$ cat src/rtl/scan_tap.sv
module scan_tap #(
  parameter int          BSR_LEN = 16,
  parameter int          PIN_CNT = 12,
  parameter logic [31:0] ID_CODE = 32'h1A5C_3E49
) (
  input  logic               tck,
  input  logic               pwr_rst_n,
  input  logic               tms,
  input  logic               tdi,
  input  logic [PIN_CNT-1:0] pin_sample,
  output logic               tdo,
  output logic               tdo_oe,
  output logic [PIN_CNT-1:0] bsr_drive,
  output logic               drive_sel,
  output logic               force_hiz
);

  localparam logic [2:0] OP_EXTEST = 3'b000;
  localparam logic [2:0] OP_IDCODE = 3'b001;
  localparam logic [2:0] OP_HIZ    = 3'b010;
  localparam logic [2:0] OP_SAMPLE = 3'b100;
  localparam logic [2:0] IR_CAP    = 3'b001;

  typedef enum logic [3:0] {
    S_EX2DR = 4'h0, S_EX1DR = 4'h1, S_SHDR  = 4'h2, S_PSDR  = 4'h3,
    S_SELIR = 4'h4, S_UPDR  = 4'h5, S_CAPDR = 4'h6, S_SELDR = 4'h7,
    S_EX2IR = 4'h8, S_EX1IR = 4'h9, S_SHIR  = 4'hA, S_PSIR  = 4'hB,
    S_RTI   = 4'hC, S_UPIR  = 4'hD, S_CAPIR = 4'hE, S_TLR   = 4'hF
  } tap_st_t;

  tap_st_t state_q, state_d;

  always_comb begin
    unique case (state_q)
      S_TLR:   state_d = tms ? S_TLR   : S_RTI;
      S_RTI:   state_d = tms ? S_SELDR : S_RTI;
      S_SELDR: state_d = tms ? S_SELIR : S_CAPDR;
      S_CAPDR: state_d = tms ? S_EX1DR : S_SHDR;
      S_SHDR:  state_d = tms ? S_EX1DR : S_SHDR;
      S_EX1DR: state_d = tms ? S_UPDR  : S_PSDR;
      S_PSDR:  state_d = tms ? S_EX2DR : S_PSDR;
      S_EX2DR: state_d = tms ? S_UPDR  : S_SHDR;
      S_UPDR:  state_d = tms ? S_SELDR : S_RTI;
      S_SELIR: state_d = tms ? S_TLR   : S_CAPIR;
      S_CAPIR: state_d = tms ? S_EX1IR : S_SHIR;
      S_SHIR:  state_d = tms ? S_EX1IR : S_SHIR;
      S_EX1IR: state_d = tms ? S_UPIR  : S_PSIR;
      S_PSIR:  state_d = tms ? S_EX2IR : S_PSIR;
      S_EX2IR: state_d = tms ? S_UPIR  : S_SHIR;
      S_UPIR:  state_d = tms ? S_SELDR : S_RTI;
      default: state_d = S_TLR;
    endcase
  end

  always_ff @(posedge tck or negedge pwr_rst_n)
    if (!pwr_rst_n) state_q <= S_TLR;
    else            state_q <= state_d;

  logic [2:0]         ir_sh, ir_q;
  logic               byp_q;
  logic [31:0]        id_sh;
  logic [BSR_LEN-1:0] bsr_sh, cap_vec;

  wire sel_bsr = (ir_q == OP_EXTEST) || (ir_q == OP_HIZ) || (ir_q == OP_SAMPLE);
  wire sel_id  = (ir_q == OP_IDCODE);

  always_comb begin
    cap_vec = '1;
    cap_vec[PIN_CNT-1:0] = pin_sample;
  end

  always_ff @(posedge tck or negedge pwr_rst_n)
    if (!pwr_rst_n) ir_sh <= IR_CAP;
    else if (state_q == S_CAPIR) ir_sh <= IR_CAP;
    else if (state_q == S_SHIR)  ir_sh <= {tdi, ir_sh[2:1]};

  always_ff @(posedge tck or negedge pwr_rst_n)
    if (!pwr_rst_n) begin
      byp_q  <= 1'b0;
      id_sh  <= '0;
      bsr_sh <= '0;
    end else if (state_q == S_CAPDR) begin
      if (sel_id)       id_sh  <= ID_CODE;
      else if (sel_bsr) bsr_sh <= cap_vec;
      else              byp_q  <= 1'b0;
    end else if (state_q == S_SHDR) begin
      if (sel_id)       id_sh  <= {tdi, id_sh[31:1]};
      else if (sel_bsr) bsr_sh <= {tdi, bsr_sh[BSR_LEN-1:1]};
      else              byp_q  <= tdi;
    end

  always_ff @(negedge tck or negedge pwr_rst_n)
    if (!pwr_rst_n)              ir_q <= OP_IDCODE;
    else if (state_q == S_TLR)   ir_q <= OP_IDCODE;
    else if (state_q == S_UPIR)  ir_q <= ir_sh;

  always_ff @(negedge tck or negedge pwr_rst_n)
    if (!pwr_rst_n) bsr_drive <= '0;
    else if (state_q == S_UPDR && sel_bsr) bsr_drive <= bsr_sh[PIN_CNT-1:0];

  always_ff @(negedge tck or negedge pwr_rst_n)
    if (!pwr_rst_n) begin
      tdo    <= 1'b0;
      tdo_oe <= 1'b0;
    end else begin
      tdo_oe <= (state_q == S_SHIR) || (state_q == S_SHDR);
      if (state_q == S_SHIR) tdo <= ir_sh[0];
      else if (sel_id)       tdo <= id_sh[0];
      else if (sel_bsr)      tdo <= bsr_sh[0];
      else                   tdo <= byp_q;
    end

  assign drive_sel = (ir_q == OP_EXTEST);
  assign force_hiz = (ir_q == OP_HIZ);

endmodule


$ cat config.mk
export PLATFORM = sky130hd
export DESIGN_NAME = scan_tap
export DESIGN_NICKNAME = d
export VERILOG_FILES = /design/src/rtl/scan_tap.sv
export SDC_FILE = /design/constraint.sdc
export NUM_CORES = 1
export LEC_CHECK = 0
export BUFFER_PORTS_ARGS = -buffer_cell sky130_fd_sc_hd__buf_2
export CAP_MARGIN = 40
export CORE_UTILIZATION = 45
export DETAILED_ROUTE_END_ITERATION = 8
export PLACE_DENSITY_LB_ADDON = 0.08
export SYNTH_ARGS = -nofsm -noshare
export SYNTH_HDL_FRONTEND = slang
export SYNTH_SLANG_ARGS = --single-unit
export TNS_END_PERCENT = 5
$ cat constraint.sdc
create_clock -name tck -period 2.05 [get_ports tck]
set_clock_uncertainty 0.05 [all_clocks]
set_input_delay 0 -clock tck [delete_from_list [all_inputs] [get_ports tck]]
set_output_delay 0 -clock tck [all_outputs]
set_load 0.01 [all_outputs]
==> results of run 1 <==
## worst paths after layout
check	endpoint	slack, ps	cells after the start	start
worst min-delay path	id_sh[1]	10	2	pwr_rst_n
worst max register to register	bsr_drive[8]	-490	4	state_q[2]
max in group asynchronous	bsr_drive[8]	570	3	pwr_rst_n
worst min register to register	bsr_drive[7]	400	1	bsr_drive[7]
worst max-delay path	bsr_drive[8]	-490	4	state_q[2]
min in group tck	bsr_drive[7]	400	1	bsr_drive[7]
## critical path: stages (launching register included)
cell and delay, ps:
dfstp_2 530, nor2b_4 170, nand4b_4 110, buf_12 170, mux2_4 300
## cell usage in the layout (no fill, tap or decap), types with 2 or more instances in the layout
master / n
dfrtp_1: 51
nor2_1: 30
buf_2: 30
mux2i_1: 28
a21oi_1: 26
mux2_4: 26
buf_4: 24
inv_1: 20
dfrtn_1: 16
dlygate4sd3_1: 15
nand2_1: 10
clkbuf_8: 10
nor2b_1: 9
a21oi_2: 7
buf_6: 7
o21ai_0: 6
dfstp_2: 6
mux2_2: 4
nand2b_1: 4
buf_12: 4
nand3_4: 2
a21boi_0: 2
nor3b_2: 2
clkbuf_16: 2
inv_4: 2
## flip-flops by register name, summed over array words and instances, names as in the netlist
name / count
bsr_drive: 12
bsr_sh: 16
byp_q: 1
id_sh: 32
ir_q: 3
ir_sh: 3
state_q: 4
tdo: 1
tdo_oe: 1
## area by class of cell
type	instances	area (µm²)
fillers	570	2920
flip-flops and latches	73	1830
multi-input cells	175	1420
repair buffers	81	672
clock buffers	13	191
well taps	99	124
inverters	19	71.3
clock inverters	4	20.0
## metal layers
layer / routed length, µm / part of all wire, % / GRT usage, %
met1: 3410 / 52 / 27.4
met2: 2920 / 44 / 27.8
met5: 0 / 0 / 0
met3: 159 / 2.4 / 3.64
met4: 126 / 1.9 / 8.80
## cells by family after synthesis
kind of cell             Yosys count  synth area share [%]
flip-flops                        73                  54.3
AND/OR/NAND/NOR                   66                  9.97
multiplexers                      58                  21.1
AO/OA/AOI/OAI                     50                  8.45
buffers and inverters             42                  5.89
adder cells (fa/ha/maj)            1                 0.296
## what timing repair did
action | 4_1_cts | 5_1_grt
gates cloned | 1 | 0
buffers inserted | 4 | 0
resized for setup | 11 | 16
setup endpoints to repair | 68 | 68
pin swaps | 0 | 1
hold endpoints to repair | 75 | 0
hold buffers | 15 | 0
## power by group through the flow
stage	combinational, mW	sequential, mW	clock, mW
after floorplan	1.71	2.42	0.00610
after global placement	2.38	2.46	0.00610
after detailed placement	2.43	2.48	0.00610
after CTS	2.69	2.47	1.18
after global routing	3.04	2.55	1.23
final	2.75	2.46	1.15
==> flow_metrics.tcl, run 1 <==
set metrics [dict create \
    outcome "finished, violations left" \
    violations "negative setup slack" \
    end_kind "flop" \
    hold_path.class "input port to async pin" \
    synth-seq-cells 73 \
    yosys.area.top_type_share_pct 37.8 \
    synthFlopType "dfrtp_1" \
    cts_tree "done" \
    slew_headroom_pct 79.5 \
    post-synth-top-count-cell "dfrtp_1" \
    nets 376 \
    h-tree-depth 3 \
    power.switching_fraction_pct 34.3 \
    grt.overflow.total 0 \
    synth.top_cells.by_area "dfrtp_1 38%, dfrtn_1 12%, mux2_4 11%" \
    drc 0 \
    avgSynthCellArea_um2 11.6 \
    cts_buffer_depth 2 \
    port_buffers 31 \
    cts_buffers 9 \
    grt_usage_pct 19.0 \
    power_switching_mw 2.18 \
    final_util_pct 59.8 \
    async_flop_share_pct 100 \
    seq_power_share_pct 38.7 \
    wl_per_cell_um 14.3 \
    initial_core_util_pct 46.6 \
    synthTopCellsByCount "51 x dfrtp_1, 33 x a21oi_1, 31 x nor2_1" \
    drv_slew 0 \
    routabilityCongestion 0.737 \
    ant_nets 0 \
    wl_um 6610 \
    clk_latency_ps 370 \
    root_buffer "clkbuf_8" \
    p_total_mw 6.37 \
    crit_path_max_fanout 12 \
    fin_area_um2 4340 \
    dpl.cell_count 428 \
    cp.arrival_ps 1630 \
    syn_inst 290 \
    synth.distinct_cells 38 \
    worst_pin_slew_ps 303 \
    pwr_density_cell_nw_per_um2 1470 \
    fin_ws_ps -486 \
    synth_edf_count 0 \
    drive_gt1_share_pct 37.0 \
    first_pass_iters 4 \
    yosysSeqAreaShare_pct 54.3 \
    finalNonFillerCells 464 \
    die_w_um 88.6 \
    cp.required_ps 1150 \
    avgViaCountPerCell 4.92 \
    postPlaceCellArea_um2 3810 \
    pwr-share-comb_pct 43.2 \
    setup_viol 68 \
    ys_warn_count 0 \
    die_h_um 88.6 \
    grt_pass1_vias 2278 \
    grt_max_degree 30 \
    hold_viol_final 0 \
    pwr-share-clk_pct 18.1 \
    syn2layout_area_growth_pct 28.4 \
    dp_hpwl_um 4180 \
    vias 2282 \
    holdWs_ps 9.66 \
    p_int_mw 4.19 \
    synth_area_um2 3380 \
    grt_pass1_wl_um 11100 \
    ios 32 \
    fin_tns_setup_ps -20040 \
    diodes 0 \
    p_leak_nw 2.22 \
    core_um2 7250 \
    yosys.area.top_type "dfrtp_1" \
    rows 31 \
    drv_cap 0 \
    worstSetupPathType "flop to flop" \
    cts.sinks 73 \
    fp.dieArea_um2 7860 \
    clk_pin_slew_ps 80 \
    ir_drop_mv 0.571 \
    drt-initial-drc-count 81 \
    start_kind "flop" \
    antenna_found_initial 0 \
    syn_nets 306 \
    place_ws_ps -540 \
    rsz0062_at_grt "yes" \
]
Power figures use the tool's default switching activity.
==> run 2: changes to the inputs <==
Settings changed: ABC_AREA set to 1, SKIP_CTS_REPAIR_TIMING set to 1.
Clock period 2.05 ns to 2.5 ns, I/O delays scaled along.
==> run 2 against run 1 <==
- the run still ends with negative setup slack left
- synthesized cell count up 25%
- cell count up 17%
- critical path depth unchanged
- critical path type unchanged
- area after synthesis down 6.3%
- clock power down 17%
- largest cell class unchanged
- sequential share of layout area up 1.4 points
==> flow_metrics.tcl, run 2 <==
set metrics [dict create \
    power_switching_mw 1.87 \
    h-tree-depth 3 \
    worstSetupPathType "flop to flop" \
    cp.arrival_ps 2840 \
    cts_buffer_depth 2 \
    synth.top_cells.by_area "dfrtp_1 40%, dfrtn_1 13%, o21ai_0 7.6%" \
    pwr_density_cell_nw_per_um2 1200 \
    setup_viol 66 \
    hold_path.class "input port to async pin" \
    yosysSeqAreaShare_pct 58.0 \
    synth-seq-cells 73 \
    ys_warn_count 0 \
    grt_usage_pct 20.0 \
    grt_pass1_vias 2450 \
    end_kind "flop" \
    grt_max_degree 33 \
    outcome "finished, violations left" \
    async_flop_share_pct 100 \
    vias 2627 \
    use_met2_pct 31.1 \
    power.switching_fraction_pct 37.2 \
    wl_um 7200 \
    layout_commonest_cell "nand2_1" \
    first_pass_iters 4 \
    synth_area_um2 3160 \
    ir_drop_mv 0.554 \
    layout_common_cells "54 x nand2_1, 53 x nor2_1, 51 x dfrtp_1" \
    p_int_mw 3.16 \
    wl_per_cell_um 13.3 \
    cts.sinks 73 \
    pwr-share-comb_pct 41.4 \
    num-fill-cells 577 \
    yosys.area.top_type "dfrtp_1" \
    post-synth-top-count-cell "nor2_1" \
    cts_tree "done" \
    dp_hpwl_um 4400 \
    synth_edf_count 0 \
    cts_buffers 9 \
    die_w_um 85.9 \
    ios 32 \
    synthFlopType "dfrtp_1" \
    clk_latency_ps 380 \
    core_um2 6790 \
    yosys.area.top_type_share_pct 40.3 \
    rsz0062_at_grt "yes" \
    syn_inst 362 \
    met1_usage_pct 27.4 \
    seq_area_um2 1830 \
    fp.dieArea_um2 7370 \
    antenna_found_initial 0 \
    root_buffer "clkbuf_8" \
    initial_core_util_pct 46.6 \
    grt_use_met3_pct 3.27 \
    crit_path_max_fanout 17 \
    hold_viol_final 0 \
    violations "negative setup slack" \
    drv_slew 0 \
    drt-initial-drc-count 165 \
    slew_headroom_pct 66.9 \
    syn_nets 378 \
    worst_pin_slew_ps 495 \
    synthTopCellsByCount "59 x nor2_1, 58 x nand2_1, 51 x dfrtp_1" \
    ant_nets 0 \
    fin_ws_ps -158 \
    largest_registers "id_sh (32), bsr_sh (16), bsr_drive (12)" \
    drc 0 \
    largest_reg_flops 32 \
    synth.distinct_cells 21 \
    seq_power_share_pct 39.6 \
    drive_gt1_share_pct 28.9 \
    grt.overflow.total 0 \
    pwr-share-clk_pct 19.0 \
    p_total_mw 5.02 \
    diodes 0 \
    avgSynthCellArea_um2 8.74 \
    grt_pass1_wl_um 11300 \
    cp.required_ps 2680 \
    rows 30 \
    reg2reg_setup_slack_ps -160 \
    die_h_um 85.9 \
    syn2layout_area_growth_pct 32.5 \
    p_leak_nw 2.04 \
    final_util_pct 61.7 \
    top_register "id_sh" \
    multiInputGateArea_um2 1190 \
    drv_cap 0 \
    clk_pin_slew_ps 80 \
    busiest_layer "met2" \
    nets 458 \
    start_kind "flop" \
    port_buffers 31 \
    routabilityCongestion 0.765 \
    avgViaCountPerCell 4.84 \
]
[run 2: changes by cell type in the layout (fill, tap and decap cells not counted), moves of 6 or more]
cell	before	now
nor2b_1	9	0
nand2_1	10	54
a21oi_1	26	20
o21ai_1	1	11
o21ai_0	6	37
buf_4	24	30
mux2_4	26	0
nand3_1	0	28
nor2_1	30	53
mux2i_1	28	0
or2_2	0	12
[run 2: final cells by class]
cell class                      count  share of cell area (%)
Clock buffer                       11                    3.61
Clock inverter                      6                    1.37
Inverter                           26                    2.33
Multi-Input combinational cell    243                    28.3
Sequential cell                    73                    43.7
Tap cell                           96                    2.86
Timing Repair Buffer               88                    17.8
[run 2: power by group through the flow]
stage,sequential (mW),clock [mW],combinational [mW]
3_3_place_gp,1.98,0.00501,1.84
4_1_cts,1.98,0.976,1.89
5_1_grt,2.05,1.03,2.33
6_report,1.99,0.955,2.08
2_1_floorplan,2.01,0.00501,1.17
3_5_place_dp,1.99,0.00501,1.88
[run 2: path summary, 6_finish.rpt]
kind,start,to,cells after the start
hold reg to reg,bsr_drive[2],bsr_drive[2],2
min in group tck,bsr_drive[2],bsr_drive[2],2
max in group asynchronous,pwr_rst_n,ir_q[0],3
setup / recovery,ir_q[0],id_sh[17],4
hold / removal,pwr_rst_n,id_sh[9],3
setup reg to reg,ir_q[0],id_sh[17],4
[run 2: worst max-delay path, cell delays in order (launching register included)]
cell	delay [ps]
dfstp_2	570
nand3_4	100
buf_4	200
o21ai_0	230
nand2_1	90
[run 2: metrics by stage]
stage / instances / TNS, ps / setup WS [ps] / hold WS, ps / instance area [µm²]
final: 543 / -6000 / -158 / 158 / 4190
after global routing: 543 / -10260 / -232 / 208 / 4190
after CTS: 522 / -5970 / -193 / -606 / 3850
after detailed placement: 506 / -3210 / -92.8 / -230 / 3650
after global placement: 506 / -1600 / -58.3 / -238 / 3650
after floorplan: 362 / -2430 / -72.5 / -346 / 3200
[run 2: routing by layer]
metal	up-vias	routed length, µm
li1	1337	-
met1	1252	3510
met2	30	3450
met3	8	128
met4	0	113
met5	-	0
[run 2: kinds of logic (layout without fill, tap and decap cells)]
kind of cell / Yosys count / count (layout) / share of synthesized area [%]
AO/OA/AOI/OAI: 77 / 77 / 12.5
flip-flops: 73 / 73 / 58.0
buffers and inverters: 46 / 131 / 6.96
AND/OR/NAND/NOR: 166 / 166 / 22.6
==> run 3: changes to the inputs <==
Settings changed: CORE_MARGIN set to 3.
==> run 3 against run 2 <==
- the run still ends with negative setup slack left
- register-to-register slack improved by 20 ps
- cell count decreased by 1.7%
- worst hold slack worse by 19 ps
- global-route usage down 3.1 points
- sequential share of layout area grew 1.0 points
- setup slack improved by 24 ps
- die area increased by 9.5%
- clock-buffer cell count is 1 lower
- critical path depth stayed put
- highest routed layer unchanged
==> flow_metrics.tcl, run 3 (synthesis gave the netlist of run 2 again) <==
set metrics [dict create \
    initial_core_util_pct 48.2 \
    fin_tns_setup_ps -4880 \
    cp.arrival_ps 2810 \
    drc 0 \
    drv_cap 0 \
    pwr-share-comb_pct 41.9 \
    slew_headroom_pct 62.2 \
    layout_common_cells "54 x nand2_1, 54 x nor2_1, 51 x dfrtp_1" \
    grt_pass1_vias 2416 \
    num-fill-cells 566 \
    hold_path.class "input port to async pin" \
    ios 32 \
    dp_hpwl_um 4450 \
    cts_tree "done" \
    postPlaceCellArea_um2 3590 \
    pwr_density_cell_nw_per_um2 1180 \
    ant_nets 0 \
    finalNonFillerCells 534 \
    top_register "id_sh" \
    h-tree-depth 3 \
    cts.sinks 73 \
    grt_usage_pct 16.9 \
    grt_max_degree 33 \
    reg2reg_from "ir_q[0]" \
    syn2layout_area_growth_pct 29.6 \
    setup_viol 63 \
    crit_path_max_fanout 17 \
    root_buffer "clkbuf_8" \
    outcome "finished, violations left" \
    end_kind "flop" \
    worst_pin_slew_ps 568 \
    worstSetupPathType "flop to flop" \
    cts_buffers 9 \
    die_w_um 89.9 \
    p_leak_nw 1.98 \
    rsz0062_at_grt "yes" \
    nets 452 \
    fin_area_um2 4100 \
    avgViaCountPerCell 4.96 \
    drv_slew 0 \
    largest_reg_flops 32 \
    start_kind "flop" \
    port_buffers 31 \
    wl_per_cell_um 13.2 \
    fp.dieArea_um2 8070 \
    fin_ws_ps -133 \
    power.switching_fraction_pct 38.3 \
    violations "negative setup slack" \
    seq_power_share_pct 41.4 \
    first_pass_iters 4 \
    cts_buffer_depth 2 \
    core_um2 6570 \
    clk_pin_slew_ps 80 \
    holdWs_ps 139 \
    seq_area_um2 1830 \
    hold_viol_final 0 \
    diodes 0 \
    drt-initial-drc-count 107 \
    place_ws_ps -114 \
    dpl.cell_count 496 \
    ir_drop_mv 0.559 \
    power_switching_mw 1.85 \
    vias 2650 \
    grt_pass1_wl_um 11100 \
    startpoint "ir_q[0]" \
    routabilityCongestion 0.855 \
    die_h_um 89.9 \
    wl_um 7030 \
    clk_latency_ps 380 \
    antenna_found_initial 0 \
    p_int_mw 2.98 \
    cp.required_ps 2670 \
    drive_gt1_share_pct 27.9 \
    pwr-share-clk_pct 16.7 \
    rows 29 \
    grt.overflow.total 0 \
    largest_registers "id_sh (32), bsr_sh (16), bsr_drive (12)" \
    multiInputGateArea_um2 1190 \
]
[run 3: cell count changes in the layout (fill, tap and decap cells not counted), sizes merged]
| cell | delta |
|---|---|
| bufinv | -1 |
| buf | -5 |
| clkbuf | -1 |
| clkinvlp | +1 |
| dlygate4sd3 | -1 |
| inv | +1 |
[run 3: worst paths after layout]
path,to,slack [ps],cells past startpoint
max,id_sh[14],-130,4
min,bsr_sh[6],140,2
max reg2reg,id_sh[14],-130,4
min reg2reg,bsr_drive[4],380,2
max in group asynchronous,ir_q[0],670,2
min in group tck,bsr_drive[4],380,2
[run 3: power by group through the flow]
stage | clock, mW | combinational, mW | sequential [mW]
3_5_place_dp | 0.00501 | 1.81 | 2.00
5_1_grt | 0.892 | 2.27 | 2.06
2_1_floorplan | 0.00501 | 1.17 | 2.01
4_1_cts | 0.837 | 1.81 | 1.99
3_3_place_gp | 0.00501 | 1.78 | 1.99
6_report | 0.806 | 2.02 | 2.00
[run 3: per-layer routing]
metal / routed length, µm / up-vias / GRT usage, %
met2: 3490 / 39 / 28.4
met1: 3210 / 1283 / 20.5
li1: - / 1321 / -
met4: 72 / 0 / 5.74
met5: 0 / - / 0
met3: 254 / 7 / 5.59
[run 3: worst max-delay path: stages, from the launching register on]
cell	delay, ps
dfstp_2	560
nand3_4	100
buf_4	210
o21ai_0	220
nand2_1	90
[run 3: layout make-up]
| type | instances | area share [%] |
|---|---|---|
| flip-flops and latches | 73 | 44.7 |
| multi-input cells | 243 | 29.0 |
| repair buffers | 82 | 16.8 |
| clock buffers | 10 | 3.11 |
| well taps | 93 | 2.84 |
| inverters | 26 | 2.38 |
| clock inverters | 7 | 1.16 |
[run 3: through the flow]
| step | util, % | power [mW] |
|---|---|---|
| floorplan | - | 3.19 |
| global placement | 54.7 | 3.78 |
| detailed placement | 54.7 | 3.82 |
| CTS | 57.3 | 4.64 |
| global route | 62.4 | 5.22 |
| finish | 62.4 | 4.82 |
